File: config.mk
export PLATFORM = sky130hd
export DESIGN_NAME = uart_fifo_status
export DESIGN_NICKNAME = d
export VERILOG_FILES = /design/src/rtl/ufs_pkg.sv /design/src/rtl/ufs_fifo.sv /design/src/rtl/ufs_datapath.sv /design/src/rtl/ufs_control.sv /design/src/rtl/uart_fifo_status.sv
export SDC_FILE = /design/constraint.sdc
export NUM_CORES = 1
export LEC_CHECK = 0
export CORE_MARGIN = 3
export CORE_UTILIZATION = 61
export CTS_BUF_LIST = sky130_fd_sc_hd__clkbuf_8
export CTS_CLUSTER_SIZE = 24
export DETAILED_ROUTE_END_ITERATION = 10
export PLACE_DENSITY = 0.82
export SYNTH_ARGS = -nofsm -noshare
export SYNTH_HDL_FRONTEND = slang
export SYNTH_SLANG_ARGS = --single-unit
export TNS_END_PERCENT = 100
File: constraint.sdc
create_clock -name clk -period 4.2 [get_ports clk]
set_input_delay 0.63 -clock clk [delete_from_list [all_inputs] [get_ports clk]]
set_output_delay 0.63 -clock clk [all_outputs]
set_load 0.01 [all_outputs]
File: src/rtl/ufs_pkg.sv
`timescale 1ns/1ps
package ufs_pkg;
  typedef struct packed {
    logic txPush;
    logic txPop;
    logic rxPush;
    logic rxPop;
    logic txClr;
    logic rxClr;
  } fifoStrobe_t;

  function automatic logic [4:0] rxThresh(input logic [1:0] code);
    case (code)
      2'd0: return 5'd1;
      2'd1: return 5'd4;
      2'd2: return 5'd8;
      default: return 5'd14;
    endcase
  endfunction

  function automatic logic [4:0] txThresh(input logic [1:0] code);
    case (code)
      2'd0: return 5'd8;
      2'd1: return 5'd4;
      2'd2: return 5'd2;
      default: return 5'd1;
    endcase
  endfunction
endpackage

File: src/rtl/ufs_fifo.sv
`timescale 1ns/1ps
module ufs_fifo #(
  parameter int W = 8,
  parameter int DEPTH = 16,
  localparam int AW = $clog2(DEPTH),
  localparam int CW = AW + 1
) (
  input  logic          clk,
  input  logic          rstN,
  input  logic          clr,
  input  logic          push,
  input  logic          pop,
  input  logic [W-1:0]  wdata,
  output logic [W-1:0]  rdata,
  output logic [CW-1:0] count
);
  logic [W-1:0]  mem [DEPTH];
  logic [AW-1:0] wrPtr, rdPtr;

  always_ff @(posedge clk or negedge rstN) begin
    if (!rstN) begin
      wrPtr <= '0;
      rdPtr <= '0;
      count <= '0;
    end else if (clr) begin
      wrPtr <= '0;
      rdPtr <= '0;
      count <= '0;
    end else begin
      if (push) wrPtr <= wrPtr + AW'(1);
      if (pop)  rdPtr <= rdPtr + AW'(1);
      case ({push, pop})
        2'b10:   count <= count + CW'(1);
        2'b01:   count <= count - CW'(1);
        default: ;
      endcase
    end
  end

  always_ff @(posedge clk) begin
    if (push && !clr) mem[wrPtr] <= wdata;
  end

  assign rdata = mem[rdPtr];
endmodule

File: src/rtl/ufs_datapath.sv
`timescale 1ns/1ps
module ufs_datapath
  import ufs_pkg::*;
#(
  parameter int DW = 8,
  parameter int DEPTH = 16,
  localparam int CW = $clog2(DEPTH) + 1
) (
  input  logic          clk,
  input  logic          rstN,
  input  fifoStrobe_t   strb,
  input  logic [DW-1:0] txData,
  input  logic [DW-1:0] rxData,
  input  logic          rxPerr,
  input  logic          rxFerr,
  output logic [DW-1:0] txHead,
  output logic [DW-1:0] rxHead,
  output logic [CW-1:0] txCount,
  output logic [CW-1:0] rxCount,
  output logic [CW-1:0] perCount,
  output logic [CW-1:0] ferCount
);
  logic [DW+1:0] rxHeadFull;
  logic [1:0]    pushTag, headTag;

  ufs_fifo #(.W(DW), .DEPTH(DEPTH)) txFifo (
    .clk(clk), .rstN(rstN), .clr(strb.txClr), .push(strb.txPush), .pop(strb.txPop),
    .wdata(txData), .rdata(txHead), .count(txCount));

  ufs_fifo #(.W(DW + 2), .DEPTH(DEPTH)) rxFifo (
    .clk(clk), .rstN(rstN), .clr(strb.rxClr), .push(strb.rxPush), .pop(strb.rxPop),
    .wdata({rxFerr, rxPerr, rxData}), .rdata(rxHeadFull), .count(rxCount));

  assign rxHead  = rxHeadFull[DW-1:0];
  assign pushTag = {rxFerr, rxPerr};
  assign headTag = rxHeadFull[DW+1:DW];

  // one tagged-character counter per tag kind: index 0 parity, 1 framing
  for (genvar g = 0; g < 2; g++) begin : g_err
    logic [CW-1:0] cnt;
    always_ff @(posedge clk or negedge rstN) begin
      if (!rstN) cnt <= '0;
      else if (strb.rxClr) cnt <= '0;
      else cnt <= cnt + CW'(strb.rxPush & pushTag[g]) - CW'(strb.rxPop & headTag[g]);
    end
  end

  assign perCount = g_err[0].cnt;
  assign ferCount = g_err[1].cnt;
endmodule

File: src/rtl/ufs_control.sv
`timescale 1ns/1ps
module ufs_control
  import ufs_pkg::*;
#(
  parameter int DEPTH = 16,
  localparam int CW = $clog2(DEPTH) + 1
) (
  input  logic          clk,
  input  logic          rstN,
  input  logic          ctrlWr,
  input  logic          statWr,
  input  logic [15:0]   cpuWdata,
  input  logic          txPush,
  input  logic          txPop,
  input  logic          rxPush,
  input  logic          rxPop,
  input  logic          rxPerr,
  input  logic          rxFerr,
  input  logic          brkDetect,
  input  logic          rxIdle,
  input  logic          txIdle,
  input  logic [CW-1:0] txCount,
  input  logic [CW-1:0] rxCount,
  input  logic [CW-1:0] perCount,
  input  logic [CW-1:0] ferCount,
  output fifoStrobe_t   strb,
  output logic [7:0]    ctrlReg,
  output logic [15:0]   statusReg
);
  localparam logic [7:0] CLEARABLE = 8'hF3;

  logic [CW-1:0] rxThr, txThr;
  logic [7:0]    clrHit;
  logic          errFlag, endFlag, lowFlag, brkFlag, highFlag, readyFlag;

  function automatic logic [3:0] sat4(input logic [CW-1:0] v);
    return (v > CW'(15)) ? 4'hF : v[3:0];
  endfunction

  always_ff @(posedge clk or negedge rstN) begin
    if (!rstN) ctrlReg <= '0;
    else if (ctrlWr) ctrlReg <= cpuWdata[7:0];
  end

  assign rxThr = CW'(rxThresh(ctrlReg[7:6]));
  assign txThr = CW'(txThresh(ctrlReg[5:4]));

  always_comb begin
    strb.txClr  = ctrlReg[2];
    strb.rxClr  = ctrlReg[1];
    strb.txPush = txPush && !strb.txClr && (txCount != CW'(DEPTH));
    strb.txPop  = txPop  && !strb.txClr && (txCount != '0);
    strb.rxPush = rxPush && !strb.rxClr && (rxCount != CW'(DEPTH));
    strb.rxPop  = rxPop  && !strb.rxClr && (rxCount != '0);
  end

  assign clrHit = statWr ? (~cpuWdata[7:0] & CLEARABLE) : 8'h00;

  always_ff @(posedge clk or negedge rstN) begin
    if (!rstN) begin
      errFlag   <= 1'b0;
      endFlag   <= 1'b1;
      lowFlag   <= 1'b1;
      brkFlag   <= 1'b0;
      highFlag  <= 1'b0;
      readyFlag <= 1'b0;
    end else begin
      errFlag   <= (strb.rxPush && (rxPerr || rxFerr)) || (errFlag && !clrHit[7]);
      endFlag   <= (txIdle && txCount == '0)           || (endFlag && !clrHit[6]);
      lowFlag   <= (txCount <= txThr)                  || (lowFlag && !clrHit[5]);
      brkFlag   <= brkDetect                           || (brkFlag && !clrHit[4]);
      highFlag  <= (rxCount >= rxThr)                  || (highFlag && !clrHit[1]);
      readyFlag <= (rxIdle && rxCount != '0)           || (readyFlag && !clrHit[0]);
    end
  end

  assign statusReg = {sat4(perCount), sat4(ferCount), errFlag, endFlag, lowFlag, brkFlag,
                      (ferCount != '0), (perCount != '0), highFlag, readyFlag};
endmodule

File: src/rtl/uart_fifo_status.sv
`timescale 1ns/1ps
module uart_fifo_status
  import ufs_pkg::*;
#(
  parameter int DW = 8,
  parameter int DEPTH = 16
) (
  input  logic          clk,
  input  logic          rstN,
  input  logic          ctrlWr,
  input  logic          statWr,
  input  logic [15:0]   cpuWdata,
  input  logic          txPush,
  input  logic [DW-1:0] txPushData,
  input  logic          txPop,
  output logic [DW-1:0] txHeadData,
  input  logic          rxPush,
  input  logic [DW-1:0] rxPushData,
  input  logic          rxPushPerr,
  input  logic          rxPushFerr,
  input  logic          rxPop,
  output logic [DW-1:0] rxHeadData,
  input  logic          brkDetect,
  input  logic          rxIdle,
  input  logic          txIdle,
  input  logic          txLine,
  input  logic          rxPin,
  output logic          rxLine,
  output logic          txPin,
  output logic          modemEn,
  output logic [7:0]    ctrlReg,
  output logic [15:0]   statusReg,
  output logic [15:0]   countReg
);
  localparam int CW = $clog2(DEPTH) + 1;

  fifoStrobe_t   strb;
  logic [CW-1:0] txCount, rxCount, perCount, ferCount;

  ufs_control #(.DEPTH(DEPTH)) ctrl_i (
    .clk(clk), .rstN(rstN), .ctrlWr(ctrlWr), .statWr(statWr), .cpuWdata(cpuWdata),
    .txPush(txPush), .txPop(txPop), .rxPush(rxPush), .rxPop(rxPop),
    .rxPerr(rxPushPerr), .rxFerr(rxPushFerr), .brkDetect(brkDetect),
    .rxIdle(rxIdle), .txIdle(txIdle), .txCount(txCount), .rxCount(rxCount),
    .perCount(perCount), .ferCount(ferCount), .strb(strb),
    .ctrlReg(ctrlReg), .statusReg(statusReg));

  ufs_datapath #(.DW(DW), .DEPTH(DEPTH)) data_i (
    .clk(clk), .rstN(rstN), .strb(strb), .txData(txPushData), .rxData(rxPushData),
    .rxPerr(rxPushPerr), .rxFerr(rxPushFerr), .txHead(txHeadData), .rxHead(rxHeadData),
    .txCount(txCount), .rxCount(rxCount), .perCount(perCount), .ferCount(ferCount));

  assign rxLine   = ctrlReg[0] ? txLine : rxPin;
  assign txPin    = ctrlReg[0] ? 1'b1 : txLine;
  assign modemEn  = ctrlReg[3];
  assign countReg = (16'(txCount) << 8) | 16'(rxCount);
endmodule

[Yosys cells after proc, flatten, opt, wreduce, memory -nomap -nowiden]
Memory sizes are Yosys's and may differ from the RTL's.
Index checks and enable logic that the tools add are counted.
Storage, ports and cells
  flip-flop bits (word level): 50
  bits in latches: 0
  RAM bits: 288
  ROM bits: 0
  input port bits: 47
  output and inout bits: 59
  logic and storage cells: 121
  memories: 2
Cells by class
  $add $sub $neg: 12
  $mul: 0
  divide/modulo/power cells: 0
  order comparisons: 4
  equal/unequal tests: 10
  shift-type cells: 0
  muxes and demuxes: 25
  bitwise gates (word level): 6
  reductions and logical operators: 47
Memories
  data_i.rxFifo.mem: depth 16, bits a word 10, rd ports 1, clocked after Yosys merged registers in 0, write ports 1, RTL line ufs_fifo.sv:17  | logic [W-1:0] mem [DEPTH];
  data_i.txFifo.mem: depth 16, bits a word 8, rd ports 1, clocked after Yosys merged registers in 0, write ports 1, RTL line ufs_fifo.sv:17
Operator list (count)
  $mux W4: 10
  $pmux W4 S3: 2
  $mux W5: 4
  $pmux W5 S2: 2
  $reduce_bool A5 Y1: 4
  $logic_and A1 B1 Y1: 19
  $add A4 B1 Y4 const B: 4
  $or A13 B5 Y13: 1
  $add A5 B1 Y5 const B: 2
  $add A5 B5 Y5: 2
  $gt A5 B4 Y1 const B: 2
  $ne A5 B5 Y1 const B: 2
  $sub A5 B1 Y5 const B: 2
  $sub A5 B5 Y5: 2
  $eq A2 B1 Y1 const B: 4
  $eq A2 B2 Y1 const B: 4
  $logic_not A1 Y1: 8
  $mux W8: 1
  $not A8 Y8: 1
  $reduce_bool A2 Y1: 4
  $logic_or A1 B1 Y1: 7
  $mux W1: 6
  $reduce_bool A3 Y1: 2
  $ge A5 B4 Y1: 1
  4 further kinds: 8

[Longest topological paths before layout]
Gate-level depths: netlist of the first run.
  depth in word-level cells: 7
  mapped depth: 14
  gate-level depth less buffers: 13

[Hierarchy]
A second synthesis of the first run with hierarchy kept.
Unflattened totals
  cells, all modules: 821
  area, all modules: 14476.4 µm²
Modules (own cells, without submodules)
  ufs_fifo at data_i.rxFifo: instances 1, cells an instance 344, area each 6975.4 µm², seq. area each 5129.9 µm²
  ufs_fifo at data_i.txFifo: instances 1, cells an instance 296, area each 5768.0 µm², seq. area each 4169.0 µm²
  ufs_control: instances 1, cells an instance 98, area each 934.6 µm², seq. area each 352.8 µm²
  ufs_datapath: instances 1, cells an instance 73, area each 720.7 µm², seq. area each 250.2 µm²
  uart_fifo_status: instances 1, cells an instance 10, area each 77.6 µm², seq. area each 0.0 µm²

[Worst setup path after synthesis of the first run]
No wires, ideal clock.
  path type: register to register
  start: reg data_i.rxFifo.rdPtr[0]
  end: reg data_i.g_err[1].cnt[4] (netlist: data_i.ferCount[4])
  setup time: 0.136 ns
  arrival: 2.885 ns
  data required time: 4.064 ns
  slack: 1.179 ns
  cell stages (with the launch flop): 15
  buffers on the path: 2
  clock period less this slack: 3.021 ns
  cell sequence: dfrtp_1 > buf_2 > buf_4 > mux4_2 > a211oi_1 > a211oi_1 > ha_1 > inv_1 > ha_1 > inv_1 > fa_1 > nand2b_1 > a21oi_1 > o21a_1 > nor3_1
Between the ends
  cells in the longest elaborated chain, start to end: 4
Ends and longest elaborated chain
  from (decl): RTL line ufs_fifo.sv:18  | logic [AW-1:0] wrPtr, rdPtr;
  from (signal assigned): RTL line ufs_fifo.sv:31  | if (pop) rdPtr <= rdPtr + AW'(1);
  $mem_v2 Z16 W10
  $and A1 B1 Y1: RTL line ufs_datapath.sv:44  | else cnt <= cnt + CW'(strb.rxPush & pushTag[g]) - CW'(strb.rxPop & headTag[g]);
  $sub A5 B5 Y5: RTL line ufs_datapath.sv:44
  $mux W5: RTL line ufs_datapath.sv:43  | else if (strb.rxClr) cnt <= '0;
  to (signal assigned): RTL line ufs_datapath.sv:44
  to (decl): RTL line ufs_datapath.sv:40  | logic [CW-1:0] cnt;
Every way passes these cells.
A chain may end at the register's enable or synchronous reset.

[Worst setup path after layout of the first run]
  start: reg data_i.rxFifo.rdPtr[1]
  end: out rxHeadData[1]
Between the ends
  cells in the longest elaborated chain, start to end: 1
Ends and longest elaborated chain
  $mem_v2 Z16 W10
  to (decl): RTL line uart_fifo_status.sv:22  | output logic [DW-1:0] rxHeadData,
Every way passes these cells.

==> results.tsv, run 1 <==
metric	value	unit
vias in the first global route	8696	
largest net degree at the start of global routing	38	
Post-CTS Setup Bufs	0	
starting density of the core	0.624	
area leader, netlist	edfxtp_1	
Pwr Density	553	nW/µm²
startpoint types	flip-flop	
number of flops mapped to enable cells by yosys	288	
Rows	56	
Core Region	23600	µm²
ys flop type	edfxtp_1	
Reg power frac	0.447	
post-CTS sizing	0	
clock share of power	0.264	
Clk pin slew, worst setup/hold paths	0.06	ns
post-DP HPWL	19200	µm
Yosys reg bits	338	
setup TNS	0	ns
period utilization	0.956	
cell count of the worst reg-to-reg path	13	
layout cells sized above 1	0.139	
Inserted Clock Buffers	51	
CP required	3.57	ns
initial antenna violation count	0	
die height	161	µm
Logic pwr share	0.289	
worst skew pair latency	0.58	ns
NetSw	2.81	mW
XOR/XNOR share of the synthesized area	0.00832	
slew margin rel.	0.403	
Yosys Warn Count	0	
Seq/Total Area, Yosys	0.672	
first-pass GRT wire length	47400	µm
Starting DRT DRC Count	921	
Ports	106	
most frequent cells in the layout	288 x edfxtp_1, 90 x clkdlybuf4s50_1, 76 x mux2i_1	
via count	8494	
GR Overflow Total	0	
Setup-failing EPs final	0	
Slew @ Worst Pin	0.895	ns
Hold Buf Count CTS	0	
synth unique cells	58	
crit path DAT	3.39	ns
htree depth	2	
maxcap violations	0	
WS Path Type	reg -> out	
FILL cells	1479	
Synth async-reset ratio	0.148	
area of the multi-input gates	4350	µm²
routability cong.	0.796	
post-synthesis adder-cell area fraction	0.0411	
FMAX	249	MHz
VDD IR-drop max	0.395	mV
CTS max path bufs	3	
Worst Hold Class	in -> async	
antenna-violating nets left	0	
Slew Viols, Final	0	
post-synth top area share	0.587	
Synth Area in Compound Gates	0.0668	
Final Hold Vio Count	0	
simple-gate share of the synthesized area	0.0575	
clk root buf	clkbuf_8	
ANT cells	0	
main combinational cell family by area after synthesis	multiplexers	
Int Power	6.51	mW
First-pass DRT Iterations	5	
Reg2Reg Setup Slack	0.81	ns
top cells by area, synth	edfxtp_1 59%, dfrtp_1 8.2%, mux4_2 6.1%	
DRC viols	0	
Sw Share	0.301	
clk sinks	338	
utilization after layout	0.714	
routed vias/inst	6.05	
most common cell after layout, fill and taps aside	edfxtp_1	
post-synthesis cell area	14700	µm²
Total Nets Final	1142	
minimum clock period	4.02	ns
GRT Util Overall	0.234	
CP Capture Type	output pin	
die width	161	µm
total wire length	29900	µm
Sequential Area	9910	µm²
status	finished clean	
CTS tree	yes	
synthesized area per cell	15.7	µm²
area added between synthesis and finish	14.3	%
RSZ-0062 raised after global routing	no	
leak pwr	6.02	nW
Crit Path Max Fanout	20	
Clock Skew	0.0205	ns
DR WL/cell	21.2	µm
cell count after synthesis	936	
total die area	26100	µm²
mux contribution to synthesized area	0.120	
IO Port Bufs	91	
[sequential cells by signal, summed over array words and instances (netlist names)]
register / flops
ctrl_i.lowFlag: 1
data_i.ferCount: 5
ctrl_i.highFlag: 1
data_i.rxFifo.rdPtr: 4
ctrl_i.ctrlReg: 8
data_i.txFifo.mem: 128
data_i.txFifo.count: 5
ctrl_i.errFlag: 1
ctrl_i.readyFlag: 1
ctrl_i.brkFlag: 1
data_i.rxFifo.count: 5
data_i.rxFifo.wrPtr: 4
data_i.txFifo.wrPtr: 4
data_i.perCount: 5
data_i.rxFifo.mem: 160
ctrl_i.endFlag: 1
data_i.txFifo.rdPtr: 4
[path summary, 6_finish.rpt]
| check | startpoint | endpoint |
|---|---|---|
| max | data_i.rxFifo.rdPtr[1]$_DFFE_PN0P_ | rxHeadData[1] |
| min in group clk | ctrl_i.endFlag$_DFF_PN1_ | ctrl_i.endFlag$_DFF_PN1_ |
| max reg2reg | data_i.rxFifo.rdPtr[1]$_DFFE_PN0P_ | data_i.ferCount[4]$_DFF_PN0_ |
| max in group asynchronous | rstN | data_i.txFifo.rdPtr[0]$_DFFE_PN0P_ |
| min | rstN | data_i.txFifo.count[3]$_DFFE_PN0P_ |
| min reg2reg | ctrl_i.endFlag$_DFF_PN1_ | ctrl_i.endFlag$_DFF_PN1_ |
[kinds of logic (layout without fill, tap and decap cells)]
group | Yosys count | in the layout
xor gates and xnor gates | 14 | 14
other | 1 | 6
AOI/OAI and AO/OA | 136 | 136
muxes | 125 | 125
DFF | 338 | 338
and+or+nand+nor | 172 | 172
buffers and inverters | 104 | 249
adders and majority gates | 46 | 46
[per-stage QoR]
stage	cell area [µm²]	cells	hold WS, ns	worst slack [ns]	total power, mW
2_1_floorplan	14800	941	0.334	1.18	6.00
3_3_place_gp	15900	1315	0.467	0.775	6.83
3_5_place_dp	15900	1315	0.474	0.750	6.92
4_1_cts	16800	1405	0.187	0.127	9.39
5_1_grt	16800	1405	0.228	0.0333	9.81
6_report	16800	1405	0.192	0.184	9.32
[area by class of cell]
type,instances,share of cell area
Clock buffer,54,0.0441
Clock inverter,36,0.0121
Inverter,46,0.0102
Multi-Input combinational cell,499,0.258
Sequential cell,338,0.588
Tap cell,319,0.0237
Timing Repair Buffer,113,0.0636
[power groups by stage]
stage	logic [mW]	clock network, mW	registers, mW
floorplan	1.92	0	4.08
global placement	2.61	0	4.22
detailed placement	2.69	0	4.23
CTS	2.72	2.51	4.17
global route	2.96	2.65	4.20
finish	2.70	2.46	4.16
[cells in the mapped netlist, types with 4 or more instances]
library cell and instances:
dfrtp_1 48, mux4_2 40, and2_1 17, a21o_1 5
nand2_1 49, buf_4 17, a221oi_1 32, a22oi_1 16
buf_2 17, inv_1 46, o21ai_0 35, nor2_1 50
a31oi_1 4, nor2b_1 9, xor2_1 8, clkbuf_1 18
nand4_1 4, edfxtp_1 288, nand2b_1 14, mux2_2 5
a21boi_0 4, a21oi_1 13, fa_1 4, nor3_1 8
xnor2_1 6, a211oi_1 9, ha_1 42, mux2i_1 76
[layer usage]
layer | vias to the layer above | track usage | wire length [µm]
met3 | 101 | 0.0521 | 2410
li1 | 3807 | - | -
met1 | 4188 | 0.335 | 12400
met2 | 398 | 0.363 | 14100
met4 | 0 | 0.0821 | 994
met5 | - | 0 | 0
[critical path, stage by stage (launching register included)]
cell,delay [ns]
dfrtp_1,0.58
buf_4,0.38
nor2b_1,0.24
buf_4,0.24
a221oi_1,0.49
a22oi_1,0.15
nand2_1,0.16
clkdlybuf4s50_1,0.56
No activity file was read; power rests on OpenSTA's default activity.
==> run 2, diff against run 1 <==
CORE_UTILIZATION = 55   (was 61)
GPL_TIMING_DRIVEN = 0   (was unset)
PLACE_DENSITY = 0.78   (was 0.82)
clock period = 3.5 ns   (was 4.2 ns; I/O delays follow)
==> run 2 against run 1 <==
  * Utilization decreased by 4.8 points
  * Count of clock-buffer cells in the layout up 1
  * Non-clock buffer count increased by 35
  * Register-to-register slack got worse by 0.61 ns
  * Clock skew up 0.015 ns
  * Cell area grew 3.5%
  * Critical path type unchanged
==> results.tsv, run 2 (synthesis gave the netlist of run 1 again) <==
metric	value	unit	change
clk root buf	clkbuf_8		
GRT Util Overall	0.218		-0.0160
Pwr Density	656	nW/µm²	+19%
minimum clock period	3.44	ns	
Slew Viols, Final	0		unchanged
VDD IR-drop max	0.387	mV	-2.0%
cell count of the worst reg-to-reg path	14		+1
Total Nets Final	1180		+3.3%
worst skew pair latency	0.60	ns	+0.02 ns
Top reg by flops	data_i.rxFifo.mem		
CP Capture Type	output pin		
GR Overflow Total	0		unchanged
via count	8523		+0.34%
slew margin rel.	0.151		-0.253
CP required	2.97	ns	-0.60 ns
Setup-failing EPs final	0		unchanged
First-pass DRT Iterations	5		unchanged
RR Startpoint	data_i.rxFifo.rdPtr[0]$_DFFE_PN0P_		
Largest register FFs	160		unchanged
routability cong.	0.830		+4.2%
largest net degree at the start of global routing	38		unchanged
Clk pin slew, worst setup/hold paths	0.06	ns	about the same
DR WL/cell	21.1	µm	-0.48%
IO Port Bufs	89		-2.2%
Ports	106		unchanged
setup TNS	0	ns	unchanged
area added between synthesis and finish	18.4	%	
Final Hold Vio Count	0		unchanged
antenna-violating nets left	0		unchanged
critical path's slowest cell	clkdlybuf4s50_1		
Max stage delay on crit path	0.54	ns	-0.04 ns
most common cell after layout, fill and taps aside	edfxtp_1		
Inserted Clock Buffers	54		+5.9%
Final Power	11.4	mW	+23%
clk sinks	338		unchanged
initial antenna violation count	0		unchanged
die width	170	µm	+5.1%
WS Path Type	reg -> out		
total wire length	31000	µm	+3.8%
top flop regs	data_i.rxFifo.mem x160, data_i.txFifo.mem x128, ctrl_i.ctrlReg x8		
Rows	59		+5.4%
Starting DRT DRC Count	743		-19%
Worst Hold Class	in -> async		
htree depth	2		unchanged
RSZ-0062 raised after global routing	yes		
first-pass GRT wire length	48800	µm	+2.9%
CTS tree	yes		
FMAX	290	MHz	
status	finished clean		
Clock Skew	0.0358	ns	+0.0153 ns
die height	170	µm	+5.1%
Critical R2R Capture	data_i.perCount[4]$_DFF_PN0_		
crit path DAT	2.92	ns	-0.47 ns
worst-path cell chain	buf_2 -> and2_1 -> clkbuf_4 -> buf_4 -> a221oi_2 -> o21ai_0 -> nand2_1 -> clkdlybuf4s50_1		
CTS max path bufs	3		unchanged
ANT cells	0		unchanged
starting density of the core	0.562		-0.0618
period utilization	0.984		
post-DP HPWL	20500	µm	+7.2%
total die area	28800	µm²	+10%
Worst Path Buf+Inv	4		+1
routed vias/inst	5.82		-3.8%
Core Region	26200	µm²	+11%
DRC viols	0		unchanged
vias in the first global route	8876		+2.1%
startpoint types	flip-flop		
most frequent cells in the layout	288 x edfxtp_1, 86 x clkdlybuf4s50_1, 76 x mux2i_1		
maxcap violations	0		unchanged
Slew @ Worst Pin	1.26	ns	+0.369 ns
layout cells sized above 1	0.187		+0.0477
Crit Path Max Fanout	10		-50%
Reg2Reg Setup Slack	0.20	ns	-0.61 ns
leak pwr	6.30	nW	+4.6%
CP top delay family	buffers and inverters		
## run 2: cell types whose count changed in the layout (fill, tap and decap cells not counted), sizes merged, moves of 2 or more
cell,delta
buf,+16
clkbuf,+21
clkdlybuf4s50,-4
clkinv,+6
clkinvlp,+2
dlymetal6s2s,+2
## run 2: report_power, final
part           internal, mW  switching [mW]
logic                  1.78            1.85
registers              4.64           0.211
clock network          1.47            1.49
total                  7.89            3.55
## run 2: area by class of cell
cell class | instances | area, µm²
Inverter | 46 | 176
Sequential cell | 338 | 9900
Clock buffer | 55 | 757
Tap cell | 335 | 419
Clock inverter | 44 | 198
Timing Repair Buffer | 93 | 936
Fill cell | 1738 | 8760
Buffer | 55 | 369
Multi-Input combinational cell | 499 | 4690
## run 2: metal layers
layer	routed length, µm	vias up	global-route usage	part of all wire
met5	0	-	0	0
met4	602	0	0.0580	0.019
met3	2100	51	0.0452	0.068
met2	14900	299	0.352	0.48
met1	13400	4280	0.309	0.43
li1	-	3893	-	-
## run 2: worst max-delay path by stage
stage,startpoint,to,slack (ns),cells past startpoint
after floorplan,data_i.rxFifo.rdPtr[0]$_DFFE_PN0P_,data_i.ferCount[4]$_DFF_PN0_,0.48,14
after global placement,txPush,data_i.txFifo.mem[1][0]$_DFFE_PP_,0.03,5
after detailed placement,txPush,data_i.txFifo.mem[0][1]$_DFFE_PP_,0.01,5
after CTS,data_i.txFifo.rdPtr[2]$_DFFE_PN0P_,txHeadData[1],0.005,7
after global routing,data_i.rxFifo.rdPtr[1]$_DFFE_PN0P_,rxHeadData[5],-0.03,8
final,data_i.rxFifo.rdPtr[1]$_DFFE_PN0P_,rxHeadData[5],0.06,8
## run 2: what timing repair did
| action | 4_1_cts | 5_1_grt |
|---|---|---|
| resized for setup | 45 | 35 |
| endpoints found under the hold margin | 13 | 0 |
| buffers inserted | 0 | 1 |
| hold buffers | 1 | 0 |
| pin swaps | 0 | 3 |
| setup endpoints to repair | 16 | 18 |
## run 2: metrics by stage
stage	hold slack [ns]	instances	setup WS, ns	utilization	instance area [µm²]
after floorplan	0.229	941	0.479	-	14800
after global placement	0.468	1365	0.0318	0.613	16100
after detailed placement	0.456	1366	0.0117	0.614	16100
after CTS	0.355	1464	0.00485	0.660	17300
after global routing	0.385	1465	-0.0336	0.666	17400
final	0.384	1465	0.0558	0.666	17400
